**src/rtl/ssp_pkg.sv**
```systemverilog
package ssp_pkg;
  typedef enum logic {
    SSP_RX = 1'b0,
    SSP_TX = 1'b1
  } ssp_dir_e;

  typedef struct packed {
    logic rise;
    logic fall;
  } ssp_edge_t;
endpackage

```
**src/rtl/ssp_rst_sync.sv**
```systemverilog
module ssp_rst_sync #(
  parameter int STAGES = 2
) (
  input  logic clk,
  input  logic rst_n_in,
  output logic rst_n_out
);
  logic [STAGES-1:0] chain_q;
  logic [STAGES-1:0] chain_d;

  always_comb chain_d = {chain_q[STAGES-2:0], 1'b1};

  always_ff @(posedge clk or negedge rst_n_in) begin
    if (!rst_n_in) chain_q <= '0;
    else           chain_q <= chain_d;
  end

  assign rst_n_out = chain_q[STAGES-1];
endmodule

```
**src/rtl/ssp_sync.sv**
```systemverilog
module ssp_sync #(
  parameter int   STAGES  = 2,
  parameter logic RST_VAL = 1'b0
) (
  input  logic clk,
  input  logic rst_n,
  input  logic d,
  output logic q
);
  logic [STAGES-1:0] chain_q;
  logic [STAGES-1:0] chain_d;

  always_comb chain_d = {chain_q[STAGES-2:0], d};

  always_ff @(posedge clk or negedge rst_n) begin
    if (!rst_n) chain_q <= {STAGES{RST_VAL}};
    else        chain_q <= chain_d;
  end

  assign q = chain_q[STAGES-1];
endmodule

```
**src/rtl/ssp_txclk.sv**
```systemverilog
module ssp_txclk
  import ssp_pkg::*;
(
  input  logic      clk,
  input  logic      rst_n,
  input  logic      active,
  input  logic      uflow,
  output logic      sclk,
  output ssp_edge_t evt
);
  logic sclk_q;
  logic sclk_d;

  always_comb begin
    evt.rise = active & uflow & ~sclk_q;
    evt.fall = active & uflow & sclk_q;
    if (!active)    sclk_d = 1'b1;
    else if (uflow) sclk_d = ~sclk_q;
    else            sclk_d = sclk_q;
  end

  always_ff @(posedge clk or negedge rst_n) begin
    if (!rst_n) sclk_q <= 1'b1;
    else        sclk_q <= sclk_d;
  end

  assign sclk = sclk_q;
endmodule

```
**src/rtl/ssp_shifter.sv**
```systemverilog
module ssp_shifter #(
  parameter int W = 8
) (
  input  logic         clk,
  input  logic         rst_n,
  input  logic         load,
  input  logic [W-1:0] load_val,
  input  logic         shift_en,
  input  logic         shift_in,
  input  logic         cnt_en,
  input  logic         cnt_clr,
  output logic [W-1:0] data,
  output logic         cnt_last,
  output logic         cnt_zero
);
  localparam int CNT_W = (W > 2) ? $clog2(W) : 1;
  localparam logic [CNT_W-1:0] LAST = CNT_W'(W - 1);

  logic [W-1:0]     data_q, data_d;
  logic [CNT_W-1:0] cnt_q, cnt_d;

  always_comb begin
    if (load)          data_d = load_val;
    else if (shift_en) data_d = {data_q[W-2:0], shift_in};
    else               data_d = data_q;

    if (cnt_clr)     cnt_d = '0;
    else if (cnt_en) cnt_d = (cnt_q == LAST) ? '0 : cnt_q + 1'b1;
    else             cnt_d = cnt_q;
  end

  always_ff @(posedge clk or negedge rst_n) begin
    if (!rst_n) begin
      data_q <= '0;
      cnt_q  <= '0;
    end else begin
      data_q <= data_d;
      cnt_q  <= cnt_d;
    end
  end

  assign data     = data_q;
  assign cnt_last = (cnt_q == LAST);
  assign cnt_zero = (cnt_q == '0);
endmodule

```
**src/rtl/serial_shift_port.sv**
```systemverilog
module serial_shift_port
  import ssp_pkg::*;
#(
  parameter int DATA_W      = 8,
  parameter int SYNC_STAGES = 2
) (
  input  logic              clk,
  input  logic              rst_n,
  input  logic              dir_out,
  input  logic              wr_en,
  input  logic [DATA_W-1:0] wr_data,
  output logic [DATA_W-1:0] rd_data,
  input  logic              tmr_uflow,
  input  logic              sclk_in,
  output logic              sclk_out,
  output logic              sclk_oe,
  input  logic              sdat_in,
  output logic              sdat_out,
  output logic              sdat_oe,
  output logic              done_flag,
  input  logic              done_ack
);
  logic        rst_n_q;
  logic        sclk_s, sdat_s;
  ssp_dir_e    mode;
  ssp_edge_t   tx_evt;
  logic [DATA_W-1:0] sh_data;
  logic        cnt_last, cnt_zero;

  logic        busy_q, busy_d;
  ssp_dir_e    mode_q;
  logic        sclk_prev_q;
  logic [DATA_W-1:0] rd_q, rd_d;
  logic        flag_q, flag_d;

  logic        load, rx_rise, rx_done, tx_done, sh_en, cnt_en, cnt_clr;

  assign mode = ssp_dir_e'(dir_out);

  ssp_rst_sync #(.STAGES(2)) u_rst (
    .clk(clk), .rst_n_in(rst_n), .rst_n_out(rst_n_q)
  );

  ssp_sync #(.STAGES(SYNC_STAGES), .RST_VAL(1'b1)) u_sclk_sync (
    .clk(clk), .rst_n(rst_n_q), .d(sclk_in), .q(sclk_s)
  );

  ssp_sync #(.STAGES(SYNC_STAGES), .RST_VAL(1'b0)) u_sdat_sync (
    .clk(clk), .rst_n(rst_n_q), .d(sdat_in), .q(sdat_s)
  );

  ssp_txclk u_txclk (
    .clk(clk), .rst_n(rst_n_q),
    .active(busy_q && mode == SSP_TX),
    .uflow(tmr_uflow),
    .sclk(sclk_out), .evt(tx_evt)
  );

  ssp_shifter #(.W(DATA_W)) u_shift (
    .clk(clk), .rst_n(rst_n_q),
    .load(load), .load_val(wr_data),
    .shift_en(sh_en), .shift_in(sdat_s),
    .cnt_en(cnt_en), .cnt_clr(cnt_clr),
    .data(sh_data), .cnt_last(cnt_last), .cnt_zero(cnt_zero)
  );

  always_comb begin
    load    = (mode == SSP_TX) && wr_en && !busy_q;
    rx_rise = (mode == SSP_RX) && sclk_s && !sclk_prev_q;
    rx_done = rx_rise && cnt_last;
    tx_done = busy_q && tx_evt.rise && cnt_last;
    sh_en   = (tx_evt.fall && !cnt_zero) || rx_rise;
    cnt_en  = tx_evt.rise || rx_rise;
    cnt_clr = load || (mode != mode_q);

    if (mode != SSP_TX) busy_d = 1'b0;
    else if (load)      busy_d = 1'b1;
    else if (tx_done)   busy_d = 1'b0;
    else                busy_d = busy_q;

    rd_d = rx_done ? {sh_data[DATA_W-2:0], sdat_s} : rd_q;

    if (rx_done || tx_done) flag_d = 1'b1;
    else if (done_ack)      flag_d = 1'b0;
    else                    flag_d = flag_q;
  end

  always_ff @(posedge clk or negedge rst_n_q) begin
    if (!rst_n_q) begin
      busy_q      <= 1'b0;
      mode_q      <= SSP_RX;
      sclk_prev_q <= 1'b1;
      rd_q        <= '0;
      flag_q      <= 1'b0;
    end else begin
      busy_q      <= busy_d;
      mode_q      <= mode;
      sclk_prev_q <= sclk_s;
      rd_q        <= rd_d;
      flag_q      <= flag_d;
    end
  end

  assign rd_data   = rd_q;
  assign sclk_oe   = busy_q;
  assign sdat_oe   = busy_q;
  assign sdat_out  = sh_data[DATA_W-1];
  assign done_flag = flag_q;
endmodule

```
**config.mk**
```make
export PLATFORM = sky130hd
export DESIGN_NAME = serial_shift_port
export DESIGN_NICKNAME = d
export VERILOG_FILES = /design/src/rtl/ssp_pkg.sv /design/src/rtl/ssp_rst_sync.sv /design/src/rtl/ssp_sync.sv /design/src/rtl/ssp_txclk.sv /design/src/rtl/ssp_shifter.sv /design/src/rtl/serial_shift_port.sv
export SDC_FILE = /design/constraint.sdc
export NUM_CORES = 1
export LEC_CHECK = 0
export BUFFER_PORTS_ARGS = -buffer_cell sky130_fd_sc_hd__buf_2
export CORE_MARGIN = 10
export CORE_UTILIZATION = 52
export DETAILED_ROUTE_END_ITERATION = 6
export HOLD_SLACK_MARGIN = 0.06
export PLACE_DENSITY = 0.88
export SYNTH_ARGS = -nofsm -noshare
export SYNTH_HDL_FRONTEND = slang
export SYNTH_SLANG_ARGS = --single-unit
```
**constraint.sdc**
```tcl
create_clock -name clk -period 1.25 [get_ports clk]
set_input_delay 0.1875 -clock clk [delete_from_list [all_inputs] [get_ports clk]]
set_output_delay 0.1875 -clock clk [all_outputs]
set_load 0.005 [all_outputs]
```
==> flow_metrics.tcl <==
set metrics [dict create \
    grt_setup_unrepaired "true" \
    syn-num-nets 113 \
    cts_tree "yes" \
    antenna_found_initial 0 \
    vias 938 \
    skew_ns 0.01039 \
    numCtsBuffers 5 \
    cp.arrival_ns 1.83 \
    min_period_ns 1.615 \
    avgViaCountPerCell 5.299 \
    fin_crit_sh_pct 129.2 \
    cp_data_required_time_ns 1.47 \
    wl_per_cell_um 18.14 \
    endpoint_kind "register" \
    hold_violations 0 \
    leakagePower_nw 0.9241 \
    gp_congestion 0.7634 \
    cts.clk_slew.worst_paths_ns 0.10 \
    drc 0 \
    clock_path_buffers 2 \
    die_w_um 70.10 \
    cp.buffers_inverters 1 \
    cpMaxStageDelayCell "dfstp_2" \
    multi_input_area_um2 630.6 \
    startpoint "u_sclk_sync.chain_q[1]" \
    synth-seq-cells 30 \
    diodes 0 \
    grt_start_max_net_pins 20 \
    violations "setup timing" \
    r2r-end "u_shift.data[6]" \
    dp_hpwl_um 2119 \
    postLayoutSetupSlackWorst_ns -0.3645 \
    rows 18 \
    wl_um 3211 \
    hp-start "dir_out" \
    path_cells "or3b_4, o311ai_4, buf_12, mux2_4" \
    critPathTopFamily "flip-flops" \
    h-tree-depth 2 \
    root_buffer "clkbuf_4" \
    clock-sinks 30 \
    setup_tns_ns -5.533 \
    port_buffers 28 \
    seqCellArea_um2 755.7 \
    grt_util_all_layers_pct 13.64 \
    critPathCapture "u_shift.data[6]" \
    worstSkewPairLatency_ns 0.34 \
    outcome "finished, violations left" \
    slew_violations 0 \
    crit_type "reg -> reg" \
    avgSynthCellArea_um2 13.88 \
    die_y_um 70.10 \
    synthDistinctLibCells 25 \
    ys_warn_count 0 \
    worstSetupPathDepth 4 \
    initial_core_util_pct 53.65 \
    hold_path_class "in -> reg" \
    ir_drop_v 0.001355 \
    rr_startpoint "u_sclk_sync.chain_q[1]" \
    dr.pass1.iters 4 \
    dr.first_iter.drc_count 24 \
    num_io_pins 29 \
    coreArea_um2 2432 \
    critPathMaxStageDelay_ns 0.54 \
    ys_seq_area_share_pct 57.91 \
    grt_pass1_wl_um 5375 \
    rrSetupSlack_ns -0.36 \
    finalPower_mw 2.354 \
    r2r_cells 4 \
    cp_max_fo 8 \
    die_area_um2 4913 \
    utilization_pct 75.31 \
    fin_nets 165 \
    cap_violations 0 \
    fmax_mhz 619.4 \
    start_kind "register" \
    first_global_vias 1103 \
    final_antenna_net_count 0 \
    fill_cells 151 \
    drive_gt1_share_pct 64.63 \
    syn_area_um2 1305 \
    grt-ovfl-total 0 \
    area_growth_pct 40.36 \
    setup-violations-final 21 \
    p_per_area_nw_per_um2 1285 \
    synthCells 94 \
]
state kept, by name (all words and copies together) (netlist names):
register	flops
done_flag	1
mode_q	1
rd_data	8
sclk_oe	1
sclk_prev_q	1
u_rst.chain_q	2
u_sclk_sync.chain_q	2
u_sdat_sync.chain_q	2
u_shift.cnt_q	3
u_shift.data	8
u_txclk.sclk	1
area by class of cell:
type,instances,area share (%)
multi-input cells,58,34.43
repair buffers,48,18.37
clock buffers,7,3.005
flip-flops and latches,30,41.26
well taps,30,2.049
clock inverters,1,0.2732
inverters,3,0.6148
cells by family (layout without fill, tap and decap cells):
logic type	Yosys count	count (layout)	share of synthesized area [%]
AND/OR/NAND/NOR	18	19	8.535
multiplexers	24	24	20.71
other	1	1	0.2874
buffers and inverters	7	59	3.259
XOR/XNOR	1	1	0.6713
flip-flops	30	30	57.91
AO/OA/AOI/OAI	10	10	5.753
adder cells (fa/ha/maj)	3	3	2.877
power breakdown:
part / switching (mW) / leakage (nW) / internal (mW)
sequential: 0.115 / 0.376 / 1.11
combinational: 0.162 / 0.513 / 0.353
clock: 0.338 / 0.0353 / 0.272
layer usage:
layer	global-route usage (%)	vias to the layer above	routed length (um)
li1	-	433	-
met1	13.68	473	1262
met2	24.37	21	1721
met3	3.955	11	123
met4	7.895	0	103
met5	0	-	0
worst min path at each step:
stage,end,slack (ns),cells after the start
2_1_floorplan,u_rst.chain_q[0],-0.11,0
4_1_cts,mode_q,0.07,1
3_5_place_dp,u_rst.chain_q[0],-0.02,1
3_3_place_gp,u_rst.chain_q[0],-0.03,1
6_report,mode_q,0.07,1
5_1_grt,mode_q,0.06,1
Yosys cell counts (all sizes together):
| master | count | share of area [%] |
|---|---|---|
| nand3b | 1 | 0.58 |
| or3b | 1 | 0.86 |
| nand3 | 4 | 1.5 |
| nor2b | 1 | 0.48 |
| a21oi | 4 | 1.5 |
| dfstp | 4 | 8.1 |
| xnor2 | 1 | 0.67 |
| nor2 | 2 | 0.58 |
| buf | 4 | 2.4 |
| a211o | 1 | 0.67 |
| dfrtp | 26 | 50 |
| inv | 3 | 0.86 |
| conb | 1 | 0.29 |
| nor3b | 1 | 0.58 |
| and4b | 1 | 0.77 |
| and2 | 3 | 1.4 |
| ha | 3 | 2.9 |
| o21ai | 4 | 1.5 |
| nand2 | 2 | 0.58 |
| nand4b | 1 | 0.67 |
| mux2 | 24 | 21 |
| nand2b | 1 | 0.48 |
| o311ai | 1 | 2.0 |
cells in the final DEF, fill, tap and decap left out:
cell type	Yosys	layout
buf_2	1	27
dfrtp_1	26	26
mux2_4	0	16
buf_4	2	13
mux2_2	24	8
clkbuf_4	0	5
nand3_1	4	4
a21oi_1	4	4
dfstp_2	4	4
and2_4	0	3
o21ai_2	0	3
dlygate4sd3_1	0	3
buf_6	1	3
nand2_1	2	2
inv_1	3	2
ha_2	0	2
buf_12	0	2
inv_2	0	1
xnor2_1	1	1
nand3b_1	1	1
nor2b_4	0	1
or3b_4	1	1
o311ai_4	1	1
nor3b_4	0	1
nand4b_1	1	1
and4b_1	1	1
o21ai_1	0	1
nand2b_1	1	1
and2_1	3	1
nor2_1	2	1
nor2_2	0	1
a211o_1	1	1
ha_4	0	1
clkinv_2	0	1
clkbuf_1	0	1
clkbuf_8	0	1
conb_1	1	1
repair_timing:
action	4_1_cts	5_1_grt
buffers inserted	3	1
endpoints found under the setup margin	22	24
endpoints found under the hold margin	4	0
gates resized for setup	28	6
hold buffers	3	0
pin swaps	3	1
cloned	1	0
through the flow:
step                      cells  worst slack [ns]  hold slack [ns]  cell area [um2]
after floorplan              94           -0.3130          -0.1081             1334
after global placement      161           -0.3733         -0.02739             1599
after detailed placement    161           -0.4008         -0.02450             1599
after CTS                   176           -0.3452          0.07429             1810
after global routing        177           -0.3910          0.06301             1832
final                       177           -0.3645          0.06724             1832
No activity file was read; power rests on OpenSTA's default activity.
